## config.mk

```make
export PLATFORM = sky130hd
export DESIGN_NAME = flag_unit
export DESIGN_NICKNAME = d
export VERILOG_FILES = /design/src/rtl/flag_pkg.sv /design/src/rtl/flag_szp.sv /design/src/rtl/flag_arith.sv /design/src/rtl/flag_reg.sv /design/src/rtl/flag_unit.sv
export SDC_FILE = /design/constraint.sdc
export NUM_CORES = 1
export LEC_CHECK = 0
export BUFFER_PORTS_ARGS = -buffer_cell sky130_fd_sc_hd__buf_2
export CAP_MARGIN = 20
export CORE_MARGIN = 4
export CORE_UTILIZATION = 28
export CTS_CLUSTER_DIAMETER = 120
export CTS_CLUSTER_SIZE = 16
export DETAILED_ROUTE_END_ITERATION = 10
export PLACE_DENSITY = 0.5
export SETUP_SLACK_MARGIN = 0.02
export SKIP_CTS_REPAIR_TIMING = 1
export SLEW_MARGIN = 40
export SYNTH_ARGS = -nofsm -noshare
export SYNTH_HDL_FRONTEND = slang
export SYNTH_SLANG_ARGS = --single-unit
```

## constraint.sdc

```tcl
create_clock -name clk -period 3.6 [get_ports clk]
set_input_delay 0.36 -clock clk [delete_from_list [all_inputs] [get_ports clk]]
set_output_delay 0.36 -clock clk [all_outputs]
set_load 0.05 [all_outputs]
```

## src/rtl/flag_pkg.sv

```systemverilog
package flag_pkg;
  localparam int DATA_W   = 8;
  localparam int FLAG_CNT = 5;

  typedef enum logic [2:0] {
    OP_NOP  = 3'd0,
    OP_ADD  = 3'd1,
    OP_SUB  = 3'd2,
    OP_AND  = 3'd3,
    OP_ORX  = 3'd4,
    OP_INC  = 3'd5,
    OP_DEC  = 3'd6,
    OP_LOAD = 3'd7
  } op_e;

  // bit positions in the flag byte (decoded by software on restore)
  localparam int POS_S  = 7;
  localparam int POS_Z  = 6;
  localparam int POS_AC = 4;
  localparam int POS_P  = 2;
  localparam int POS_C  = 0;

  // write-enable bit order
  localparam int WE_S  = 4;
  localparam int WE_Z  = 3;
  localparam int WE_AC = 2;
  localparam int WE_P  = 1;
  localparam int WE_C  = 0;

  localparam logic [DATA_W-1:0] FIXED_MASK = 8'h2A;
  localparam logic [DATA_W-1:0] FIXED_VAL  = 8'h02;
endpackage

```

## src/rtl/flag_szp.sv

```systemverilog
module flag_szp #(
  parameter int W = 8
) (
  input  logic [W-1:0] res_i,
  output logic         s_o,
  output logic         z_o,
  output logic         p_o
);
  logic [W:0] par_chain;

  assign par_chain[0] = 1'b1;
  generate
    for (genvar i = 0; i < W; i++) begin : g_par
      assign par_chain[i+1] = par_chain[i] ^ res_i[i];
    end
  endgenerate

  assign s_o = res_i[W-1];
  assign z_o = (res_i == '0);
  assign p_o = par_chain[W];
endmodule

```

## src/rtl/flag_arith.sv

```systemverilog
module flag_arith
  import flag_pkg::*;
#(
  parameter int W = 8
) (
  input  op_e          op_i,
  input  logic [W-1:0] a_i,
  input  logic [W-1:0] b_i,
  input  logic         cin_i,
  output logic         c_o,
  output logic         c_upd_o,
  output logic         ac_o
);
  localparam int NW = W / 2;

  logic [W:0]  full_add, full_sub;
  logic [NW:0] lo_add, lo_sub;

  always_comb begin
    full_add = {1'b0, a_i} + {1'b0, b_i} + {{W{1'b0}}, cin_i};
    full_sub = {1'b0, a_i} - {1'b0, b_i} - {{W{1'b0}}, cin_i};
    lo_add   = {1'b0, a_i[NW-1:0]} + {1'b0, b_i[NW-1:0]} + {{NW{1'b0}}, cin_i};
    lo_sub   = {1'b0, a_i[NW-1:0]} - {1'b0, b_i[NW-1:0]} - {{NW{1'b0}}, cin_i};
  end

  always_comb begin
    c_o     = 1'b0;
    c_upd_o = 1'b1;
    ac_o    = 1'b0;
    unique case (op_i)
      OP_ADD: begin c_o = full_add[W]; ac_o = lo_add[NW]; end
      OP_SUB: begin c_o = full_sub[W]; ac_o = lo_sub[NW]; end
      OP_AND: begin c_o = 1'b0; ac_o = 1'b1; end
      OP_ORX: begin c_o = 1'b0; ac_o = 1'b0; end
      OP_INC: begin c_upd_o = 1'b0; ac_o = &a_i[NW-1:0]; end
      OP_DEC: begin c_upd_o = 1'b0; ac_o = ~|a_i[NW-1:0]; end
      default: c_upd_o = 1'b0;
    endcase
  end
endmodule

```

## src/rtl/flag_reg.sv

```systemverilog
module flag_reg
  import flag_pkg::*;
#(
  parameter int W  = 8,
  parameter int NF = 5
) (
  input  logic          clk,
  input  logic          rst,
  input  op_e           op_i,
  input  logic [NF-1:0] we_i,
  input  logic          s_i,
  input  logic          z_i,
  input  logic          ac_i,
  input  logic          p_i,
  input  logic          c_i,
  input  logic          c_upd_i,
  input  logic [W-1:0]  load_i,
  output logic [W-1:0]  flag_q
);
  logic [W-1:0] flag_d;

  always_comb begin
    flag_d = flag_q;
    if (op_i == OP_LOAD) begin
      flag_d = (load_i & ~FIXED_MASK) | FIXED_VAL;
    end else if (op_i != OP_NOP) begin
      if (we_i[WE_S])             flag_d[POS_S]  = s_i;
      if (we_i[WE_Z])             flag_d[POS_Z]  = z_i;
      if (we_i[WE_AC])            flag_d[POS_AC] = ac_i;
      if (we_i[WE_P])             flag_d[POS_P]  = p_i;
      if (we_i[WE_C] && c_upd_i)  flag_d[POS_C]  = c_i;
    end
  end

  always_ff @(posedge clk) begin
    if (rst) flag_q <= FIXED_VAL;
    else     flag_q <= flag_d;
  end

  AST_FIXED_BITS: assert property (@(posedge clk) disable iff (rst)
    ((flag_q & FIXED_MASK) == FIXED_VAL));
  AST_NOP_HOLD: assert property (@(posedge clk) disable iff (rst)
    (op_i == OP_NOP) |=> $stable(flag_q));
  AST_INCDEC_CARRY: assert property (@(posedge clk) disable iff (rst)
    (op_i == OP_INC || op_i == OP_DEC) |=> $stable(flag_q[POS_C]));
  AST_WE_HOLD: assert property (@(posedge clk) disable iff (rst)
    (op_i != OP_LOAD && we_i == '0) |=> $stable(flag_q));
endmodule

```

## src/rtl/flag_unit.sv

```systemverilog
module flag_unit
  import flag_pkg::*;
#(
  parameter int W  = DATA_W,
  parameter int NF = FLAG_CNT
) (
  input  logic          clk,
  input  logic          rst,
  input  logic [2:0]    op_i,
  input  logic [W-1:0]  opa_i,
  input  logic [W-1:0]  opb_i,
  input  logic          cin_i,
  input  logic [W-1:0]  result_i,
  input  logic [NF-1:0] we_i,
  input  logic [W-1:0]  load_i,
  output logic [W-1:0]  flags_o
);
  op_e  op;
  logic s_w, z_w, p_w, c_w, c_upd_w, ac_w;

  assign op = op_e'(op_i);

  flag_szp #(.W(W)) u_szp (
    .res_i (result_i),
    .s_o   (s_w),
    .z_o   (z_w),
    .p_o   (p_w)
  );

  flag_arith #(.W(W)) u_arith (
    .op_i    (op),
    .a_i     (opa_i),
    .b_i     (opb_i),
    .cin_i   (cin_i),
    .c_o     (c_w),
    .c_upd_o (c_upd_w),
    .ac_o    (ac_w)
  );

  flag_reg #(.W(W), .NF(NF)) u_reg (
    .clk     (clk),
    .rst     (rst),
    .op_i    (op),
    .we_i    (we_i),
    .s_i     (s_w),
    .z_i     (z_w),
    .ac_i    (ac_w),
    .p_i     (p_w),
    .c_i     (c_w),
    .c_upd_i (c_upd_w),
    .load_i  (load_i),
    .flag_q  (flags_o)
  );

  AST_LOGIC_CARRY: assert property (@(posedge clk) disable iff (rst)
    ((op == OP_AND || op == OP_ORX) && we_i[WE_C]) |=> !flags_o[POS_C]);
  AST_ZERO: assert property (@(posedge clk) disable iff (rst)
    (op != OP_NOP && op != OP_LOAD && we_i[WE_Z])
      |=> (flags_o[POS_Z] == ($past(result_i) == '0)));
  AST_SIGN: assert property (@(posedge clk) disable iff (rst)
    (op != OP_NOP && op != OP_LOAD && we_i[WE_S])
      |=> (flags_o[POS_S] == $past(result_i[W-1])));
  AST_RESTORE: assert property (@(posedge clk) disable iff (rst)
    (op == OP_LOAD) |=> (flags_o[POS_S] == $past(load_i[POS_S])
                         && flags_o[POS_C] == $past(load_i[POS_C])));
endmodule

```

==> impl_metrics.json <==
{
  "cts_tree": "done",
  "crit_path_start_kind": "input port",
  "ys_seq_elements": 5,
  "viasPerCell": 4.74,
  "crit_fanout": 3,
  "area_growth_pct": 24.8,
  "p_leak_nw": 0.673,
  "outcome": "complete, no violations",
  "syn_inst": 135,
  "final_layout_size_suffix_gt1_share_pct": 28.2,
  "synthTopCellsByArea": "ha_1 27%, dfxtp_1 9.8%, inv_1 8.1%, xnor2_1 6.9%, a21oi_1 3.9%",
  "ant_nets": 0,
  "fin_setup_tns_ns": 0,
  "sw_frac_of_total_pct": 40.6,
  "yosys.area.top_type": "ha_1",
  "total_power_mw": 0.284,
  "critPathCaptureType": "register",
  "synth-edff-count": 0,
  "cp.arrival_ns": 2.14,
  "ir_worst_vdd_uv": 57.6,
  "reg_top3": "u_reg.flag_q x5",
  "cp.required_ns": 3.76,
  "grt-ovfl-total": 0,
  "grt_usage_pct": 11.0,
  "synth.distinct_cells": 38,
  "diodes": 0,
  "grt_pass1_wl_um": 4080,
  "nets": 243,
  "port_buffers": 44,
  "clk_latency_ns": 0.24,
  "power.internal_mw": 0.169,
  "layout_common_cells": "44 x buf_2, 22 x inv_1, 22 x ha_1",
  "cts_buffer_depth": 2,
  "cts-root-buf": "clkbuf_4",
  "rows": 21,
  "htree_levels": 1,
  "ios": 51,
  "drcViolationCount": 0,
  "rsz0062_at_grt": "false",
  "setup_viol": 0,
  "power_density_nw_per_um2": 223,
  "avgSynthCellArea_sq_um": 7.56,
  "netlist_area_sq_um": 1020,
  "drt_wl_total_um": 2560,
  "gp_congestion": 0.802,
  "max_freq_ghz": 0.506,
  "post-route-min-period_ns": 1.98,
  "drtPass1Iterations": 5,
  "skew_ns": 0,
  "coreArea_sq_um": 3420,
  "final_util_pct": 37.3,
  "clockPowerShare_pct": 22.9,
  "dominantRegCellSynth": "dfxtp_1",
  "numClockSinks": 5,
  "p_seq_share_pct": 21.9,
  "maxCapViolCount": 0,
  "synth_top_area_share_pct": 27.0,
  "hold_ws_ns": 0.377,
  "die_area_sq_um": 4680,
  "path_clk_slew_ns": 0.05,
  "num_vias": 1058,
  "finalHoldViolCount": 0,
  "switching_power_mw": 0.115,
  "synth_warnings": 0,
  "finalMaxSlewViolations": 0,
  "worstSetupPathType": "input port to register",
  "placed_area_sq_um": 1250,
  "fin_crit_sh_pct": 54.9,
  "die_y_um": 68.4,
  "die_x_um": 68.4,
  "hp-class": "input port to register",
  "grt_pass1_vias": 988,
  "cts_buffers": 3,
  "initial_core_util_pct": 29.9,
  "final_common_cell": "buf_2",
  "top_register": "u_reg.flag_q",
  "fillers": 393,
  "seq_area_frac_synth_pct": 9.80,
  "dp_hpwl_um": 2240,
  "drt-wirelength-per-cell_um": 11.5,
  "grt_start_max_net_pins": 16,
  "combinationalPowerShare_pct": 55.2,
  "ys_async_sr_fraction_pct": 0,
  "grt_antenna_before_repair": 0,
  "largest_register_ffs": 5,
  "first_iter_violations": 37,
  "final_area_sq_um": 1270
}
==> synth_stat cells, types with 3 or more instances <==
cell,number
o21ai_0,3
o22ai_1,4
nor2b_1,3
nor4_1,3
a21oi_1,8
dfxtp_1,5
inv_1,22
nand2_1,9
xnor2_1,8
buf_4,3
a21o_1,3
ha_1,22
nand4_1,3
nor2_1,5
==> through the flow <==
| stage | instances | setup slack [ns] |
|---|---|---|
| 2_1_floorplan | 136 | 1.62 |
| 3_3_place_gp | 219 | 1.38 |
| 4_1_cts | 223 | 1.58 |
| 3_5_place_dp | 219 | 1.36 |
| 5_1_grt | 223 | 1.48 |
| 6_report | 223 | 1.62 |
==> logic make-up after synthesis <==
kind of cell	Yosys count	synth area share (%)
compound gates	31	20.2
xor+xnor	9	7.72
fa+ha+maj	22	27.0
buf+inv	29	13.5
flops	5	9.80
mux	1	1.10
other cells	2	0.736
simple gates	36	20.0
==> power by group through the flow <==
stage	Sequential [mW]	Combinational, mW	Clock (mW)
floorplan	0.0779	0.0964	0
global placement	0.0629	0.154	0
detailed placement	0.0634	0.157	0
CTS	0.0622	0.158	0.0656
global route	0.0628	0.178	0.0734
finish	0.0621	0.157	0.0651
==> layer usage <==
layer	part of all wire [%]	GRT usage, %
met1	45	14.1
met2	50	19.4
met3	5.2	1.15
met4	0	2.23
met5	0	0
==> layout make-up <==
cell class                 count  area (sq um)  area share [%]
inverter                      22          82.6            6.48
sequential                     5           100            7.86
clock buffer                   4          26.3            2.06
tap                           46          57.6            4.52
timing repair buffer          44           220            17.3
multi-input combinational    102           787            61.8
==> worst paths after layout <==
| path | startpoint | end | slack, ns | cells after the start |
|---|---|---|---|---|
| setup / recovery | opa_i[6] | u_reg.flag_q[0] | 1.62 | 11 |
| hold / removal | rst | u_reg.flag_q[6] | 0.38 | 2 |
| setup reg to reg | u_reg.flag_q[0] | u_reg.flag_q[0] | 2.64 | 3 |
| hold reg to reg | u_reg.flag_q[6] | u_reg.flag_q[6] | 0.49 | 2 |
==> worst max-delay path, stage by stage <==
cell      delay [ns]
buf_2           0.09
inv_1           0.04
ha_1            0.29
inv_1           0.07
ha_1            0.30
a21o_1          0.18
a221oi_1        0.26
o21ai_0         0.15
xnor2_1         0.15
nand2_1         0.07
a31oi_1         0.17
Note: power is estimated with default switching activity, not from simulation.
